<file path="src/rtl/tec_pkg.sv">
package tec_pkg;
  localparam int CNT_W  = 32;
  localparam int NUM_CC = 6;
  localparam int LANE_W = 8;
  localparam int RD_AW  = $clog2(NUM_CC + 2);

  typedef enum logic [1:0] {
    WID_8  = 2'd0,
    WID_16 = 2'd1,
    WID_24 = 2'd2,
    WID_32 = 2'd3
  } width_e;

  typedef struct packed {
    logic              inc;
    logic              clr;
    logic [NUM_CC-1:0] cap;
  } strobe_t;

  function automatic logic [CNT_W-1:0] widthMask(input width_e sel);
    int bits;
    bits = LANE_W * (int'(sel) + 1);
    if (bits >= CNT_W) return {CNT_W{1'b1}};
    return {CNT_W{1'b1}} >> (CNT_W - bits);
  endfunction
endpackage

</file>
<file path="src/rtl/tec_ctrl.sv">
module tec_ctrl
  import tec_pkg::*;
(
  input  logic              clk,
  input  logic              rstN,
  input  logic              taskStart,
  input  logic              taskStop,
  input  logic              taskCount,
  input  logic              taskClear,
  input  logic [NUM_CC-1:0] taskCapture,
  input  logic              clkAck,
  output strobe_t           strb,
  output logic              clkReq,
  output logic              running
);
  logic runQ;
  logic pendQ;
  logic countWant;
  logic granted;
  logic fire;

  assign countWant = taskCount | pendQ;
  assign clkReq    = countWant & ~runQ;
  assign granted   = runQ | (clkReq & clkAck);
  assign fire      = countWant & granted;
  assign running   = runQ;

  always_ff @(posedge clk or negedge rstN) begin
    if (!rstN) begin
      runQ  <= 1'b0;
      pendQ <= 1'b0;
    end else begin
      if (taskStop)       runQ <= 1'b0;
      else if (taskStart) runQ <= 1'b1;
      if (taskClear) pendQ <= 1'b0;
      else           pendQ <= countWant & ~granted;
    end
  end

  always_comb begin
    strb     = '0;
    strb.inc = fire & ~taskClear;
    strb.clr = taskClear;
    strb.cap = taskCapture;
  end

  p_run_hold_r2: assert property (@(posedge clk) disable iff (!rstN)
    runQ && !taskStop |=> runQ);
  p_stop_wins_r2: assert property (@(posedge clk) disable iff (!rstN)
    taskStop |=> !runQ);
  p_idle_quiet_r3: assert property (@(posedge clk) disable iff (!rstN)
    !taskCount && !pendQ |-> !clkReq);
  p_req_drops_r4: assert property (@(posedge clk) disable iff (!rstN)
    clkReq && clkAck |=> (!clkReq || taskCount));
  p_pend_holds_r5: assert property (@(posedge clk) disable iff (!rstN)
    clkReq && !clkAck && !taskClear && !taskStart |=> clkReq);
  p_clear_drops_r7: assert property (@(posedge clk) disable iff (!rstN)
    taskClear && !taskCount |=> !pendQ);
endmodule

</file>
<file path="src/rtl/tec_datapath.sv">
module tec_datapath
  import tec_pkg::*;
(
  input  logic             clk,
  input  logic             rstN,
  input  strobe_t          strb,
  input  width_e           widthSel,
  input  logic             running,
  input  logic [RD_AW-1:0] rdAddr,
  output logic [CNT_W-1:0] rdData
);
  logic [CNT_W-1:0] cntQ;
  logic [CNT_W-1:0] mask;
  logic [CNT_W-1:0] cntView;
  logic [CNT_W-1:0] ccQ [NUM_CC];

  assign mask    = widthMask(widthSel);
  assign cntView = cntQ & mask;

  always_ff @(posedge clk or negedge rstN) begin
    if (!rstN)         cntQ <= '0;
    else if (strb.clr) cntQ <= '0;
    else if (strb.inc) cntQ <= (cntView + 1'b1) & mask;
  end

  for (genvar g = 0; g < NUM_CC; g++) begin : g_cc
    always_ff @(posedge clk or negedge rstN) begin
      if (!rstN)           ccQ[g] <= '0;
      else if (strb.cap[g]) ccQ[g] <= cntView;
    end

    p_cap_copy_r8: assert property (@(posedge clk) disable iff (!rstN)
      strb.cap[g] |=> ccQ[g] == $past(cntView));
    p_cap_keep_r8: assert property (@(posedge clk) disable iff (!rstN)
      !strb.cap[g] |=> $stable(ccQ[g]));
  end

  always_comb begin
    rdData = '0;
    for (int i = 0; i < NUM_CC; i++)
      if (rdAddr == RD_AW'(i)) rdData = ccQ[i];
    if (rdAddr == RD_AW'(NUM_CC))     rdData = cntView;
    if (rdAddr == RD_AW'(NUM_CC + 1)) rdData[0] = running;
  end

  p_clear_zero_r7: assert property (@(posedge clk) disable iff (!rstN)
    strb.clr |=> cntQ == '0);
  p_in_range_r10: assert property (@(posedge clk) disable iff (!rstN)
    strb.inc && !strb.clr |=> (cntQ & ~$past(mask)) == '0);
  p_hold_r6: assert property (@(posedge clk) disable iff (!rstN)
    !strb.inc && !strb.clr |=> $stable(cntQ));
endmodule

</file>
<file path="src/rtl/task_event_counter.sv">
module task_event_counter
  import tec_pkg::*;
(
  input  logic              clk,
  input  logic              rstN,
  input  logic              taskStart,
  input  logic              taskStop,
  input  logic              taskCount,
  input  logic              taskClear,
  input  logic [NUM_CC-1:0] taskCapture,
  input  logic [1:0]        widthSel,
  input  logic              clkAck,
  output logic              clkReq,
  output logic              resReq,
  input  logic [RD_AW-1:0]  rdAddr,
  output logic [CNT_W-1:0]  rdData
);
  strobe_t strb;
  logic    running;
  width_e  widthEnum;

  assign widthEnum = width_e'(widthSel);
  assign resReq    = running;

  tec_ctrl u_ctrl (
    .clk(clk), .rstN(rstN),
    .taskStart(taskStart), .taskStop(taskStop), .taskCount(taskCount),
    .taskClear(taskClear), .taskCapture(taskCapture), .clkAck(clkAck),
    .strb(strb), .clkReq(clkReq), .running(running)
  );

  tec_datapath u_dp (
    .clk(clk), .rstN(rstN), .strb(strb), .widthSel(widthEnum),
    .running(running), .rdAddr(rdAddr), .rdData(rdData)
  );
endmodule

</file>
<file path="config.mk">
export PLATFORM = sky130hd
export DESIGN_NAME = task_event_counter
export DESIGN_NICKNAME = d
export VERILOG_FILES = /design/src/rtl/tec_pkg.sv /design/src/rtl/tec_ctrl.sv /design/src/rtl/tec_datapath.sv /design/src/rtl/task_event_counter.sv
export SDC_FILE = /design/constraint.sdc
export NUM_CORES = 1
export LEC_CHECK = 0
export CELL_PAD_IN_SITES_DETAIL_PLACEMENT = 1
export CELL_PAD_IN_SITES_GLOBAL_PLACEMENT = 1
export CORE_UTILIZATION = 48
export CTS_CLUSTER_DIAMETER = 200
export CTS_CLUSTER_SIZE = 28
export DETAILED_ROUTE_END_ITERATION = 10
export PLACE_DENSITY_LB_ADDON = 0.08
export SLEW_MARGIN = 15
export SYNTH_ARGS = -nofsm -noshare
export SYNTH_HDL_FRONTEND = slang
export SYNTH_SLANG_ARGS = --single-unit
</file>
<file path="constraint.sdc">
create_clock -name clk -period 5.5 [get_ports clk]
set_clock_uncertainty 0.05 [all_clocks]
set_input_delay 1.1 -clock clk [delete_from_list [all_inputs] [get_ports clk]]
set_output_delay 1.1 -clock clk [all_outputs]
set_load 0.02 [all_outputs]
</file>
### Word-level counts from Yosys, hierarchy flattened

Cells that the tools add are included.
Widths: inputs -> output; s select.

| storage, ports and cells | value |
|---|---|
| word-level logic and storage cells | 52 |
| register bits after elaboration | 226 |

| operators by class | value |
|---|---|
| reductions and logical operators | 3 |
| bitwise operators | 12 |
| order comparisons | 1 |
| eq/ne operators | 7 |
| add/sub/neg operators | 3 |
| mux-type cells | 16 |
| shifts and indexed selects | 1 |

Operators by type and width:

| operator | number |
|---|---|
| $mux 32 | 11 |
| $and 32x32->32 | 2 |
| $add 32x1->32 const B | 1 |
| $ge 32x7->1 const B | 1 |
| $shr 32x32->32 const A | 1 |
| $sub 7x32->32 const A | 1 |
| $eq 3x3->1 const B | 4 |
| $eq 3x2->1 const B | 2 |
| $and 1x1->1 | 5 |
| $mux 1 | 5 |
| $reduce_bool 2->1 | 2 |
| $add 2x1->3 const B | 1 |
| $eq 3x1->1 const B | 1 |
| $logic_not 3->1 | 1 |
| $not 1->1 | 3 |
| $or 1x1->1 | 2 |

### Longest topological paths before layout

| depth | value |
|---|---|
| depth after elaboration | 9 |
| depth in mapped cells | 9 |
| depth with buffers taken out | 6 |

### Hierarchy

From an unflattened synthesis, not the netlist that was laid out.

| unflattened totals | value |
|---|---|
| cells, all modules | 1005 |
| area total of the unflattened synthesis | 11148.2 sq um |

Modules (own cells, without submodules):

| module | seq. area each (sq um) | area each (sq um) | times used | cells an instance |
|---|---|---|---|---|
| tec_datapath | 5605.4 | 11009.3 | 1 | 989 |
| tec_ctrl | 50.0 | 138.9 | 1 | 16 |

### Worst setup path before layout

Ideal clock, no wire load.

| timing | value |
|---|---|
| kind | in2out |
| start point | input port rdAddr[1] |
| end point | output port rdData[18] |
| arrival | 2.538 ns |
| cell stages on the path | 8 |
| slack | 1.812 ns |
| path through | clkbuf_1 > nor2b_1 > clkbuf_1 > clkbuf_1 > a32oi_1 > o211ai_1 > o21ai_0 > o21ai_0 |

| between the ends | value |
|---|---|
| cells in the longest elaborated chain, start to end | 8 |

Ends and longest elaborated chain:

| item | line | RTL |
|---|---|---|
| start: declaration | task_event_counter.sv:15 | `input logic [RD_AW-1:0] rdAddr,` |
| $logic_not 3->1 | tec_datapath.sv:41 | `if (rdAddr == RD_AW'(i)) rdData = ccQ[i];` |
| $mux 32 (6 in series) | tec_datapath.sv:41 |  |
| $mux 32 (*) | tec_datapath.sv:42 | `if (rdAddr == RD_AW'(NUM_CC)) rdData = cntView;` |
| end: declaration | task_event_counter.sv:16 | `output logic [CNT_W-1:0] rdData` |

Every way passes the cells marked *; elsewhere a longest branch is shown, timed or not.

### Worst setup path in the final report

| timing | value |
|---|---|
| start point | input port rdAddr[2] |
| end point | output port rdData[6] |

Same word-level chain as after synthesis.

==> results.cfg <==
[worst_setup_path]
cp_num_buf_inv = 3
worstPathRequired_ns = 4.35
cp_cell_sequence = buf_2 -> nor2b_2 -> buf_4 -> a22oi_1 -> o221ai_1 -> clkdlybuf4s50_1
crit_type = in -> out
cp-start-kind = input port
cp_slowest_stage_delay_ns = 0.86
cp_data_arrival_time_ns = 3.72
crit_fanout = 19
critPathTopFamily = buffers and inverters
slowest_stage = nor2b_2
cp-end-kind = primary output

[die]
dieWidth_um = 154
dieArea_um2 = 23600
fp.dieH_um = 154
io_pins = 52
rows = 55
core_um2 = 22600
start_util_pct = 48.8

[cells_and_area]
area_growth_pct = 9.35
n_fill_cell = 2320
diodes = 0
layout_common_cells = dfrtp_1, mux2_2, a22oi_1
drive_above_1_share_pct = 28.2
layout_commonest_cell = dfrtp_1
multi_input_area_um2 = 4990
register_area_um2 = 5660
num-nets-final = 965

[synth]
synth_area_um2 = 11000
yosysWarnings = 0
synth_edf_count = 0
synth_cells = 951
ys_seq_area_share_pct = 51.3
synth_ff_type = dfrtp_1
syn_avg_cell_area_um2 = 11.6
syn_nets = 970
synth.distinct_cells = 58
async_flop_share_pct = 100
synth_seq_cells = 226

[clock_tree]
clockBufferDepth = 3
cts_buffers = 12
cts-root-buf = clkbuf_16
htree_levels = 1
clk_latency_ns = 0.49
ctsResizeCount = 0
postCtsHoldBufs = 0
cts_tree = done
cts_sinks = 226
clk_pin_slew_ns = 0.10
post-cts-setup-buffers = 0

[routing]
drt_iter0_markers = 470
drc = 2
dr_total_vias = 7840
drt-wirelength-per-cell_um = 25.3
drtAntennaViolNets = 0
avgViaCountPerCell = 6.37
firstDrtPassIters = 7
wl_um = 31100

[timing]
setup_tns_ns = 0
period_needed_ns = 4.87
grt_setup_unrepaired = false
hold_viol_final = 0
whs_ns = 0.465
max_freq_mhz = 205
tightest_slew_ns = 1.09
slew_headroom_pct = 27.6
slew_violations = 0
setup_viol = 0
period_share_pct = 88.5

[pwr]
leakage_nw = 5.59
switching_power_mw = 0.739
clockPowerShare_pct = 33.7
seq_power_share_pct = 57.6
p_int_mw = 2.19
power_frac_comb_pct = 8.7
switching_share_pct = 25.3
vdd_drop_max_mv = 0.277
power_density_nw_per_um2 = 243

[global_route]
grt_pass1_wl_um = 50500
antenna_found_initial = 0
grt_pass1_vias = 8710
grt_usage_pct = 27.5
grt_overflow = 0
grt_max_degree = 122

[job]
maxCapViolCount = 0

[hold_path]
min_path_type = reg -> reg

[place]
numPortBuffers = 51
gp_congestion = 0.806
dp_hpwl_um = 19800

[outcome]
violations = DRC
status = finished, violations left
## metal layers
| layer | track usage [%] | part of all wire (%) | routed length, um |
|---|---|---|---|
| met4 | 10.0 | 3.7 | 1160 |
| met5 | 0 | 0 | 0 |
| met1 | 35.4 | 43 | 13300 |
| met2 | 48.3 | 51 | 15800 |
| met3 | 2.40 | 2.7 | 846 |
## power by group through the flow
stage	combinational, mW	sequential [mW]	clock [mW]
after floorplan	0.138	1.71	0
after global placement	0.251	1.72	0
after detailed placement	0.258	1.72	0
after CTS	0.259	1.69	1.01
after global routing	0.274	1.69	1.07
final	0.255	1.69	0.986
## cells in the mapped netlist, types with 5 or more instances
cell type / instances / area (um^2)
o211ai_1: 14 / 105
buf_1: 13 / 48.8
o221ai_1: 19 / 166
nor4_1: 5 / 31.3
inv_1: 8 / 30.0
nor2b_1: 12 / 75.1
buf_2: 6 / 30.0
a32oi_1: 11 / 96.3
clkbuf_1: 71 / 267
a22oi_1: 52 / 390
o21ai_0: 30 / 150
and2_1: 7 / 43.8
nand3_1: 16 / 80.1
and3_1: 14 / 87.6
a21oi_1: 34 / 170
mux2i_1: 22 / 220
nand4_1: 11 / 68.8
dfrtp_1: 226 / 5660
a31oi_1: 8 / 50.1
xor2_1: 5 / 43.8
nand2_1: 51 / 191
nor2_1: 49 / 184
nor3_1: 6 / 30.0
mux2_2: 205 / 2310
## state kept, by name, summed over array words and instances, names as in the netlist
name / count
u_ctrl.pendQ: 1
u_dp.ccQ: 192
u_dp.cntQ: 32
u_ctrl.running: 1
## path summary, 6_finish.rpt
path	from	to	slack, ns	cells after the start
max	rdAddr[2]	rdData[6]	0.63	6
min	u_dp.ccQ[25]	u_dp.ccQ[25]	0.47	1
max reg2reg	u_dp.cntQ[0]	u_dp.cntQ[12]	2.80	6
min reg2reg	u_dp.ccQ[25]	u_dp.ccQ[25]	0.47	1
max in group asynchronous	rstN	u_dp.ccQ[91]	3.64	2
min in group asynchronous	rstN	u_dp.ccQ[132]	0.64	1
## through the flow
stage	setup WS (ns)	power, mW	utilization [%]	area (um^2)	std cells
CTS	0.595	2.96	53.4	12100	1231
finish	0.630	2.93	53.4	12100	1231
global route	0.520	3.04	53.4	12100	1231
detailed placement	0.612	1.98	51.8	11700	1217
global placement	0.620	1.97	51.8	11700	1217
floorplan	1.81	1.85	-	11000	951
## kinds of logic after synthesis
group | synth area share, %
flip-flops | 51.3
multiplexers | 22.9
AND/OR/NAND/NOR | 9.47
buffers and inverters | 3.59
adder cells (fa/ha/maj) | 0.113
AO/OA/AOI/OAI | 12.1
XOR/XNOR | 0.477
## cell type report
type                    count  share of cell area, %
multi-input cells         624                   41.4
clock inverters             1                  0.249
well taps                 285                   2.96
repair buffers             74                   5.54
clock buffers              13                   2.70
inverters                   8                  0.249
flip-flops and latches    226                   46.9
No activity file was read; power rests on OpenSTA's default activity.
